$ cat src/rtl/ptw_pkg.sv
package ptw_pkg;

  localparam int VA_W        = 32;
  localparam int L1_IDX_LSB  = 20;
  localparam int L1_BASE_LSB = 14;
  localparam int L2_IDX_LSB  = 12;
  localparam int L2_BASE_LSB = 10;
  localparam int LARGE_LSB   = 16;

  typedef enum logic [1:0] {L1K_FAULT, L1K_SECTION, L1K_LINK} l1_kind_t;
  typedef enum logic [1:0] {L2K_FAULT, L2K_LARGE, L2K_SMALL} l2_kind_t;
  typedef enum logic [1:0] {ST_IDLE, ST_LVL1, ST_LVL2} walk_state_t;

  function automatic logic [VA_W-1:0] l1_entry_addr(input logic [VA_W-1:0] base,
                                                    input logic [VA_W-1:0] va);
    return {base[VA_W-1:L1_BASE_LSB], va[VA_W-1:L1_IDX_LSB], 2'b00};
  endfunction

  function automatic logic [VA_W-1:0] l2_entry_addr(input logic [VA_W-1:0] desc,
                                                    input logic [VA_W-1:0] va);
    return {desc[VA_W-1:L2_BASE_LSB], va[L1_IDX_LSB-1:L2_IDX_LSB], 2'b00};
  endfunction

  function automatic logic [VA_W-1:0] join_pa(input logic [VA_W-1:0] desc,
                                              input logic [VA_W-1:0] va,
                                              input int unsigned lsb);
    logic [VA_W-1:0] m;
    m = ({VA_W{1'b1}} << lsb);
    return (desc & m) | (va & ~m);
  endfunction

endpackage

$ cat src/rtl/ptw_l1_decode.sv
module ptw_l1_decode
  import ptw_pkg::*;
(
  input  logic [VA_W-1:0] desc,
  input  logic [VA_W-1:0] va,
  output l1_kind_t        kind,
  output logic [VA_W-1:0] sect_pa,
  output logic [VA_W-1:0] next_addr
);
  always_comb begin
    unique case (desc[1:0])
      2'b10:   kind = L1K_SECTION;
      2'b01:   kind = L1K_LINK;
      default: kind = L1K_FAULT;
    endcase
  end

  assign sect_pa   = join_pa(desc, va, L1_IDX_LSB);
  assign next_addr = l2_entry_addr(desc, va);
endmodule

$ cat src/rtl/ptw_l2_decode.sv
module ptw_l2_decode
  import ptw_pkg::*;
(
  input  logic [VA_W-1:0] desc,
  input  logic [VA_W-1:0] va,
  output l2_kind_t        kind,
  output logic [VA_W-1:0] page_pa
);
  always_comb begin
    if (desc[1])             kind = L2K_SMALL;
    else if (desc[0])        kind = L2K_LARGE;
    else                     kind = L2K_FAULT;
  end

  assign page_pa = (kind == L2K_LARGE) ? join_pa(desc, va, LARGE_LSB)
                                       : join_pa(desc, va, L2_IDX_LSB);
endmodule

$ cat src/rtl/ptw_ctrl.sv
module ptw_ctrl
  import ptw_pkg::*;
(
  input  logic            clk,
  input  logic            rst_n,
  input  logic            req_valid,
  input  logic [VA_W-1:0] req_va,
  input  logic [VA_W-1:0] tbl_base,
  output logic            req_ready,
  output logic            mem_rd_en,
  output logic [VA_W-1:0] mem_rd_addr,
  input  logic            mem_rd_valid,
  input  l1_kind_t        l1_kind,
  input  logic [VA_W-1:0] l1_pa,
  input  logic [VA_W-1:0] l1_next,
  input  l2_kind_t        l2_kind,
  input  logic [VA_W-1:0] l2_pa,
  output logic [VA_W-1:0] va_q,
  output logic            done,
  output logic [VA_W-1:0] pa,
  output logic            fault,
  output logic            fault_stage,
  output logic [VA_W-1:0] fault_va
);
  walk_state_t state;

  // named internal events
  logic accept, resp_l1, resp_l2;
  assign req_ready = (state == ST_IDLE);
  assign accept    = req_valid && req_ready;
  assign resp_l1   = (state == ST_LVL1) && mem_rd_valid;
  assign resp_l2   = (state == ST_LVL2) && mem_rd_valid;

  always_ff @(posedge clk) begin
    if (!rst_n) begin
      state       <= ST_IDLE;
      mem_rd_en   <= 1'b0;
      mem_rd_addr <= '0;
      va_q        <= '0;
      done        <= 1'b0;
      pa          <= '0;
      fault       <= 1'b0;
      fault_stage <= 1'b0;
      fault_va    <= '0;
    end else begin
      mem_rd_en <= 1'b0;
      done      <= 1'b0;
      unique case (state)
        ST_IDLE: if (accept) begin
          va_q        <= req_va;
          mem_rd_addr <= l1_entry_addr(tbl_base, req_va);
          mem_rd_en   <= 1'b1;
          state       <= ST_LVL1;
        end
        ST_LVL1: if (resp_l1) begin
          unique case (l1_kind)
            L1K_SECTION: begin
              done  <= 1'b1;
              fault <= 1'b0;
              pa    <= l1_pa;
              state <= ST_IDLE;
            end
            L1K_LINK: begin
              mem_rd_addr <= l1_next;
              mem_rd_en   <= 1'b1;
              state       <= ST_LVL2;
            end
            default: begin
              done        <= 1'b1;
              fault       <= 1'b1;
              fault_stage <= 1'b0;
              fault_va    <= va_q;
              state       <= ST_IDLE;
            end
          endcase
        end
        ST_LVL2: if (resp_l2) begin
          done  <= 1'b1;
          state <= ST_IDLE;
          if (l2_kind == L2K_FAULT) begin
            fault       <= 1'b1;
            fault_stage <= 1'b1;
            fault_va    <= va_q;
          end else begin
            fault <= 1'b0;
            pa    <= l2_pa;
          end
        end
        default: state <= ST_IDLE;
      endcase
    end
  end


  accept_read_chk: assert property (@(posedge clk) disable iff (!rst_n)
    accept |=> mem_rd_en &&
      mem_rd_addr[VA_W-1:L1_BASE_LSB] == $past(tbl_base[VA_W-1:L1_BASE_LSB]));


  link_read_chk: assert property (@(posedge clk) disable iff (!rst_n)
    (resp_l1 && l1_kind == L1K_LINK) |=> mem_rd_en && !done && !req_ready);


  one_read_chk: assert property (@(posedge clk) disable iff (!rst_n)
    mem_rd_en |=> !mem_rd_en);


  busy_ready_chk: assert property (@(posedge clk) disable iff (!rst_n)
    mem_rd_en |-> !req_ready);


  done_pulse_chk: assert property (@(posedge clk) disable iff (!rst_n)
    done |=> !done);


  done_after_resp_chk: assert property (@(posedge clk) disable iff (!rst_n)
    $rose(done) |-> $past(mem_rd_valid) && req_ready);


  l1_fault_chk: assert property (@(posedge clk) disable iff (!rst_n)
    (resp_l1 && l1_kind == L1K_FAULT) |=> done && fault && !fault_stage);


  l2_fault_chk: assert property (@(posedge clk) disable iff (!rst_n)
    (resp_l2 && l2_kind == L2K_FAULT) |=> done && fault && fault_stage);


  idle_resp_chk: assert property (@(posedge clk) disable iff (!rst_n)
    (req_ready && !req_valid) |=> !mem_rd_en && !done);
endmodule

$ cat src/rtl/ptw_walker.sv
module ptw_walker
  import ptw_pkg::*;
(
  input  logic        clk,
  input  logic        rst_n,
  input  logic        req_valid,
  input  logic [31:0] req_va,
  input  logic [31:0] tbl_base,
  output logic        req_ready,
  output logic        mem_rd_en,
  output logic [31:0] mem_rd_addr,
  input  logic        mem_rd_valid,
  input  logic [31:0] mem_rd_data,
  output logic        done,
  output logic [31:0] pa,
  output logic        fault,
  output logic        fault_stage,
  output logic [31:0] fault_va
);
  l1_kind_t        l1_kind;
  l2_kind_t        l2_kind;
  logic [VA_W-1:0] l1_pa, l1_next, l2_pa, va_q;

  ptw_l1_decode u_l1 (
    .desc(mem_rd_data), .va(va_q),
    .kind(l1_kind), .sect_pa(l1_pa), .next_addr(l1_next)
  );

  ptw_l2_decode u_l2 (
    .desc(mem_rd_data), .va(va_q),
    .kind(l2_kind), .page_pa(l2_pa)
  );

  ptw_ctrl u_ctrl (
    .clk(clk), .rst_n(rst_n),
    .req_valid(req_valid), .req_va(req_va), .tbl_base(tbl_base),
    .req_ready(req_ready),
    .mem_rd_en(mem_rd_en), .mem_rd_addr(mem_rd_addr), .mem_rd_valid(mem_rd_valid),
    .l1_kind(l1_kind), .l1_pa(l1_pa), .l1_next(l1_next),
    .l2_kind(l2_kind), .l2_pa(l2_pa),
    .va_q(va_q),
    .done(done), .pa(pa), .fault(fault), .fault_stage(fault_stage), .fault_va(fault_va)
  );
endmodule

$ cat config.mk
export PLATFORM = sky130hd
export DESIGN_NAME = ptw_walker
export DESIGN_NICKNAME = d
export VERILOG_FILES = /design/src/rtl/ptw_pkg.sv /design/src/rtl/ptw_l1_decode.sv /design/src/rtl/ptw_l2_decode.sv /design/src/rtl/ptw_ctrl.sv /design/src/rtl/ptw_walker.sv
export SDC_FILE = /design/constraint.sdc
export NUM_CORES = 1
export LEC_CHECK = 0
export ABC_AREA = 1
export BUFFER_PORTS_ARGS = -buffer_cell sky130_fd_sc_hd__buf_2
export CORE_ASPECT_RATIO = 1.1
export CORE_MARGIN = 2
export CORE_UTILIZATION = 54
export DETAILED_ROUTE_END_ITERATION = 10
export HOLD_SLACK_MARGIN = 0.06
export PLACE_DENSITY = 0.94
export SYNTH_ARGS = -nofsm -noshare
export SYNTH_HDL_FRONTEND = slang
export SYNTH_SLANG_ARGS = --single-unit
$ cat constraint.sdc
create_clock -name clk -period 2.6 [get_ports clk]
set_input_delay 0.39 -clock clk [delete_from_list [all_inputs] [get_ports clk]]
set_output_delay 0.39 -clock clk [all_outputs]
set_load 0.02 [all_outputs]
# Word-level counts from Yosys, hierarchy flattened

Index checks and enable logic that the tools add are counted.

Mux-type cells: 41
Bitwise gates (word level): 3
Reductions and logical operators: 14
Equal/unequal tests: 16

Operators with widths:

| operator                                                               | number |
|---|---|
| 32-bit two-way mux                                                     | 12 |
| 32-bit case mux with 2 select lines                                    | 3 |
| 32-bit by 12-bit OR with 32-bit output                                 | 1 |
| 32-bit by 16-bit OR with 32-bit output                                 | 1 |
| 32-bit by 20-bit OR with 32-bit output                                 | 1 |
| 1-bit two-way mux                                                      | 14 |
| 2-bit != test (second input constant)                                  | 7 |
| 2-bit two-way mux                                                      | 5 |
| 1-bit case mux with 2 select lines                                     | 5 |
| 5-bit AND reduction                                                    | 2 |
| 2-bit by 1-bit equality test with 1-bit output (second input constant) | 4 |
| 4-bit AND reduction                                                    | 2 |
| 2-bit equality test (second input constant)                            | 3 |
| 2-bit case mux with 3 select lines                                     | 1 |
| 2-bit logical NOT                                                      | 2 |
| 2-bit by 1-bit != test with 1-bit output (second input constant)       | 2 |
| 2-bit case mux with 2 select lines                                     | 1 |
| 2-bit nonzero test                                                     | 2 |
| 1-bit logical AND                                                      | 3 |
| 3-bit AND reduction                                                    | 1 |
| 2-bit AND reduction                                                    | 1 |
| 2-bit OR reduction                                                     | 1 |

Flip-flop bits (word level): 134
Output and inout bits: 101

# Longest topological paths before layout

Depth in word-level cells: 7
Depth in mapped cells: 11
Depth with buffers taken out: 10

# Hierarchy

From an unflattened synthesis, not the netlist that was laid out.

Cells, all modules: 1089
Area, all modules: 7024.2 um2

Modules (own cells, without submodules):

| module        | times used | area each (um2) | cells an instance |
|---|---|---|---|
| ptw_ctrl      | 1          | 6243.5          | 976 |
| ptw_l1_decode | 1          | 499.2           | 69 |
| ptw_l2_decode | 1          | 281.5           | 44 |

# Worst setup path before layout

OpenSTA, ideal clock, no wires.

Path type: reg-to-reg
Start point: register u_ctrl.state[1]
End point: register u_ctrl.mem_rd_addr[10]
Setup time: 115 ps
Arrival: 1520 ps
Stages on the path, launching flop included: 9
Buffers on the path: 2
Slack: 965 ps
Cells stage by stage: dfxtp_1 inv_1 ha_1 inv_1 or2_1 clkbuf_2 clkbuf_1 a21oi_1 nor2_1

Word-level cells in the longest chain between the ends: 4
Elaborated cells between the ends (all ways): 10
Those cells by class: eq/ne (4); mux (1); reduce/logical (5)

RTL lines:

| element                       | RTL line        | text |
|---|---|---|
| start: declaration            | ptw_ctrl.sv:25  | `walk_state_t state;` |
| start signal: assignment      | ptw_ctrl.sv:36  | `state <= ST_IDLE;` |
| start signal: assignment      | ptw_ctrl.sv:53  | `state <= ST_LVL1;` |
| start signal: assignment      | ptw_ctrl.sv:61  | `state <= ST_IDLE;` |
| 2-bit logical NOT *           | ptw_ctrl.sv:29  | `assign req_ready = (state == ST_IDLE);` |
| net req_ready                 | ptw_walker.sv:9 | `output logic req_ready,` |
| 1-bit logical AND             | ptw_ctrl.sv:30  | `assign accept = req_valid && req_ready;` |
| 2-bit != test (no line)       | n/a             |  |
| 4-bit AND reduction (no line) | n/a             |  |
| end signal: assignment        | ptw_ctrl.sv:51  | `mem_rd_addr <= l1_entry_addr(tbl_base, req_va);` |
| end signal: assignment        | ptw_ctrl.sv:64  | `mem_rd_addr <= l1_next;` |
| end: declaration              | ptw_ctrl.sv:11  | `output logic [VA_W-1:0] mem_rd_addr,` |

Mark *: on every way through the listed nets, which the timed path passes. The rest lies on a longest branch.
A chain may end at the register's enable or synchronous reset.

# Worst setup path after layout

Start point: register u_ctrl.state[1]
End point: register u_ctrl.mem_rd_addr[8]

Word-level cells in the longest chain between the ends: 4
Elaborated cells between the ends (all ways): 10
Those cells by class: eq/ne (4); mux (1); reduce/logical (5)

RTL lines:

| element                                                                             | RTL line |
|---|---|
| 2-bit by 1-bit equality test with 1-bit output or 2-bit logical NOT (tied branches) | ptw_ctrl.sv:31, ptw_ctrl.sv:48, ptw_ctrl.sv:29 |
| 1-bit logical AND (on tied branches)                                                | ptw_ctrl.sv:31, ptw_ctrl.sv:30 |
| 2-bit by 1-bit != test with 1-bit output (no line) or 2-bit != test (tied branches) | n/a |
| 4-bit AND reduction (no line)                                                       | n/a |

Parallel ways exist; a longest one is shown, timed or not.

==> impl_metrics.csv <==
group,metric,value,unit
run,cap_violations,0,
power_and_ir_drop,max-vdd-ir-drop,0.5651,mV
sta,rsz0062_at_grt,"false",
synthesis,avgSynthCellArea,6.784,um^2
synthesis,yosys.area_share.simple,0.2870,
routing,drtIter0Drc,327,
floorplan,ioPinCount,201,
clock_tree,cts_setup_buffers,0,
synthesis,ys_seq_area_frac,0.4582,
place,port_buffers,176,
sta,min_period,2.185,ns
finish,final_util,0.6994,
routing,routed.top_layer,"met4",
synthesis,synth_adder_area_share,0.01736,
clock_tree,cts_buffers,17,
floorplan,die_x,102.5,um
clock_tree,postCtsHoldBufs,0,
power_and_ir_drop,p_int,0.004677,W
synthesis,synth_ff_type,"dfxtp_1",
finish,fillers,868,
finish,nets,1112,
synthesis,synth_top_area_frac,0.4582,
sta,worst_pin_slew,0.8451,ns
floorplan,core_area,10390,um^2
power_and_ir_drop,p_clk_frac,0.345,
place,placed_area,6674,um^2
synthesis,postSynthCellCount,850,
finish,final_cell_count_no_fill,1158,
synthesis,synth_edf_count,0,
finish,syn_to_final_growth,26.06,%
synthesis,synth-async-reset-ratio,0,
routing,wl_met2,6919,um
floorplan,row_count,39,
clock_tree,clock-sinks,132,
power_and_ir_drop,switching_share,0.3378,
synthesis,yosysWarningCount,0,
routing,dr.pass1.iters,7,
finish,diodes,0,
synthesis,synthTopCellsByCount,"210 x nand2_1, 169 x nor2_1, 132 x dfxtp_1",
routing,wl,14920,um
routing,routedWlPerCell,12.88,um
clock_tree,cts_tree,"yes",
finish,design_area,7269,um^2
place,gp_congestion,0.9012,
run_status,outcome,"finished, final reports clean",
sta,finalCritPeriodShare,0.8404,
global_routing,antenna_found_initial,0,
synthesis,netlist_area,5767,um^2
sta,final-hold-violation-count,0,
synthesis,ys_seq_elements,132,
sta,drv_slew,0,
synthesis,synth_compound_area_frac,0.1206,
synthesis,synth_top_family_by_area,"simple AND/OR/NAND/NOR gates",
global_routing,overflow,0,
clock_tree,htreeDepth,4,
critical_path,worstPathRequired,2.91,ns
critical_path,end_kind,"register",
clock_tree,cts_resized,0,
synthesis,synth.largest_area_cell,"dfxtp_1",
sta,maxSlewHeadroom,0.4345,
sta,setup_violations,0,
synthesis,synth.area.mux_share,0,
synthesis,synth.area.top_cells,"dfxtp_1 46%, nand2_1 14%, nor2_1 11%, a21oi_1 8.7%, inv_1 5.7%",
sta,finalSetupTns,0,ns
power_and_ir_drop,pwr-share-comb,0.292,
power_and_ir_drop,p_per_area,971.7,nW/um^2
power_and_ir_drop,p_leak,3.841,nW
global_routing,grt_usage,0.2624,
routing,wl_met1,6311,um
critical_path,worstPathMaxFanout,35,
routing,wl_met3,1152,um
synthesis,synthXorXnorAreaFrac,0,
synthesis,yosysUniqueCellTypes,22,
global_routing,grt_start_max_net_pins,89,
floorplan,fp.dieH,112.4,um
critical_path,arrival,2.49,ns
finish,post_route_cells_drive_above_1_share,0.2236,
sta,fmax,457.7,MHz
routing,drc,0,
place,dpl.hpwl,10260,um
critical_path,critPathLaunchType,"register",
hold_path,hp-class,"in2reg",
synthesis,synth_most_common_cell,"nand2_1",
global_routing,grt_pass1_wl,23740,um
global_routing,grt_pass1_vias,5069,
routing,ant_nets,0,
critical_path,critical_path_class,"reg2reg",
power_and_ir_drop,p_sw,0.002386,W
clock_tree,clkTransAtPathRegs,0.06,ns
place,dp.cells,1128,
routing,viasPerCell,4.920,
clock_tree,clk_latency,0.41,ns
sta,clock-skew-final,0.005666,ns
power_and_ir_drop,power_frac_seq,0.363,
clock_tree,cts_root_buf,"clkbuf_16",
floorplan,start_util,0.5548,
routing,dr_total_vias,5697,
floorplan,dieArea,11520,um^2
clock_tree,cts_buffer_depth,2,
## cell usage in the layout, fill, tap and decap left out, drive strengths merged
cell type / n
clkinv: 4
nand4: 1
inv: 89
buf: 192
clkbuf: 20
conb: 2
clkinvlp: 2
or2: 1
a21oi: 100
o21ai: 39
dfxtp: 132
ha: 8
nand2: 210
nor3: 1
nand3: 37
nor2: 173
bufinv: 4
## critical path, stage by stage (launching register included)
cell and delay, ns:
dfxtp_1 0.32, inv_1 0.13, ha_1 0.27, inv_1 0.13, o21ai_4 0.70, buf_4 0.32
nand3_1 0.11, nand2_1 0.07, nor2_1 0.04
## through the flow
stage	worst slack (ns)	hold slack, ns	total power, W
CTS	0.4640	0.2515	0.007084
floorplan	0.9646	0.4297	0.004078
detailed placement	0.5242	0.4459	0.004645
global placement	0.5774	0.4422	0.004584
global route	0.2537	0.2798	0.007480
finish	0.4150	0.2577	0.007064
## area by class of cell
cell class	count	area (um^2)	share of cell area
clock buffers	20	436.7	0.06007
clock inverters	10	158.9	0.02186
inverters	89	334.1	0.04596
multi-input cells	572	2477	0.3408
flip-flops and latches	132	2643	0.3635
well taps	143	178.9	0.02461
repair buffers	192	1041	0.1432
## metal layers
| layer | vias to the layer above | track usage |
|---|---|---|
| met3 | 48 | 0.07846 |
| met2 | 241 | 0.4100 |
| li1 | 2916 | - |
| met1 | 2492 | 0.3328 |
| met5 | - | 0 |
| met4 | 0 | 0.1164 |
## power by group through the flow
stage / clock network (W) / logic (W) / registers [W]
after global routing: 0.00258 / 0.00230 / 0.00260
final: 0.00244 / 0.00206 / 0.00256
after CTS: 0.00246 / 0.00206 / 0.00256
after global placement: 0 / 0.00200 / 0.00258
after detailed placement: 0 / 0.00205 / 0.00260
after floorplan: 0 / 0.00113 / 0.00295
## logic make-up (layout without fill, tap and decap cells)
logic type / Yosys count / count (layout)
flops: 132 / 132
compound gates: 139 / 139
buf+inv: 147 / 311
other cells: 1 / 2
simple gates: 423 / 423
fa+ha+maj: 8 / 8
## state kept, by name, indices dropped and copies added, names as in the netlist
signal,flops
u_ctrl.fault_va,32
u_ctrl.pa,32
u_ctrl.va_q,32
u_ctrl.mem_rd_addr,30
u_ctrl.state,2
u_ctrl.done,1
u_ctrl.fault,1
u_ctrl.fault_stage,1
u_ctrl.mem_rd_en,1
## worst paths after layout
kind                            slack (ns)                    end  depth (start not counted)       startpoint
worst max-delay path                  0.41  u_ctrl.mem_rd_addr[8]                          8  u_ctrl.state[1]
worst min-delay path                  0.26        u_ctrl.va_q[17]                          3       req_va[17]
worst max register to register        0.41  u_ctrl.mem_rd_addr[8]                          8  u_ctrl.state[1]
worst min register to register        0.45        u_ctrl.va_q[24]                          2  u_ctrl.va_q[24]
No activity file was read; power rests on OpenSTA's default activity.
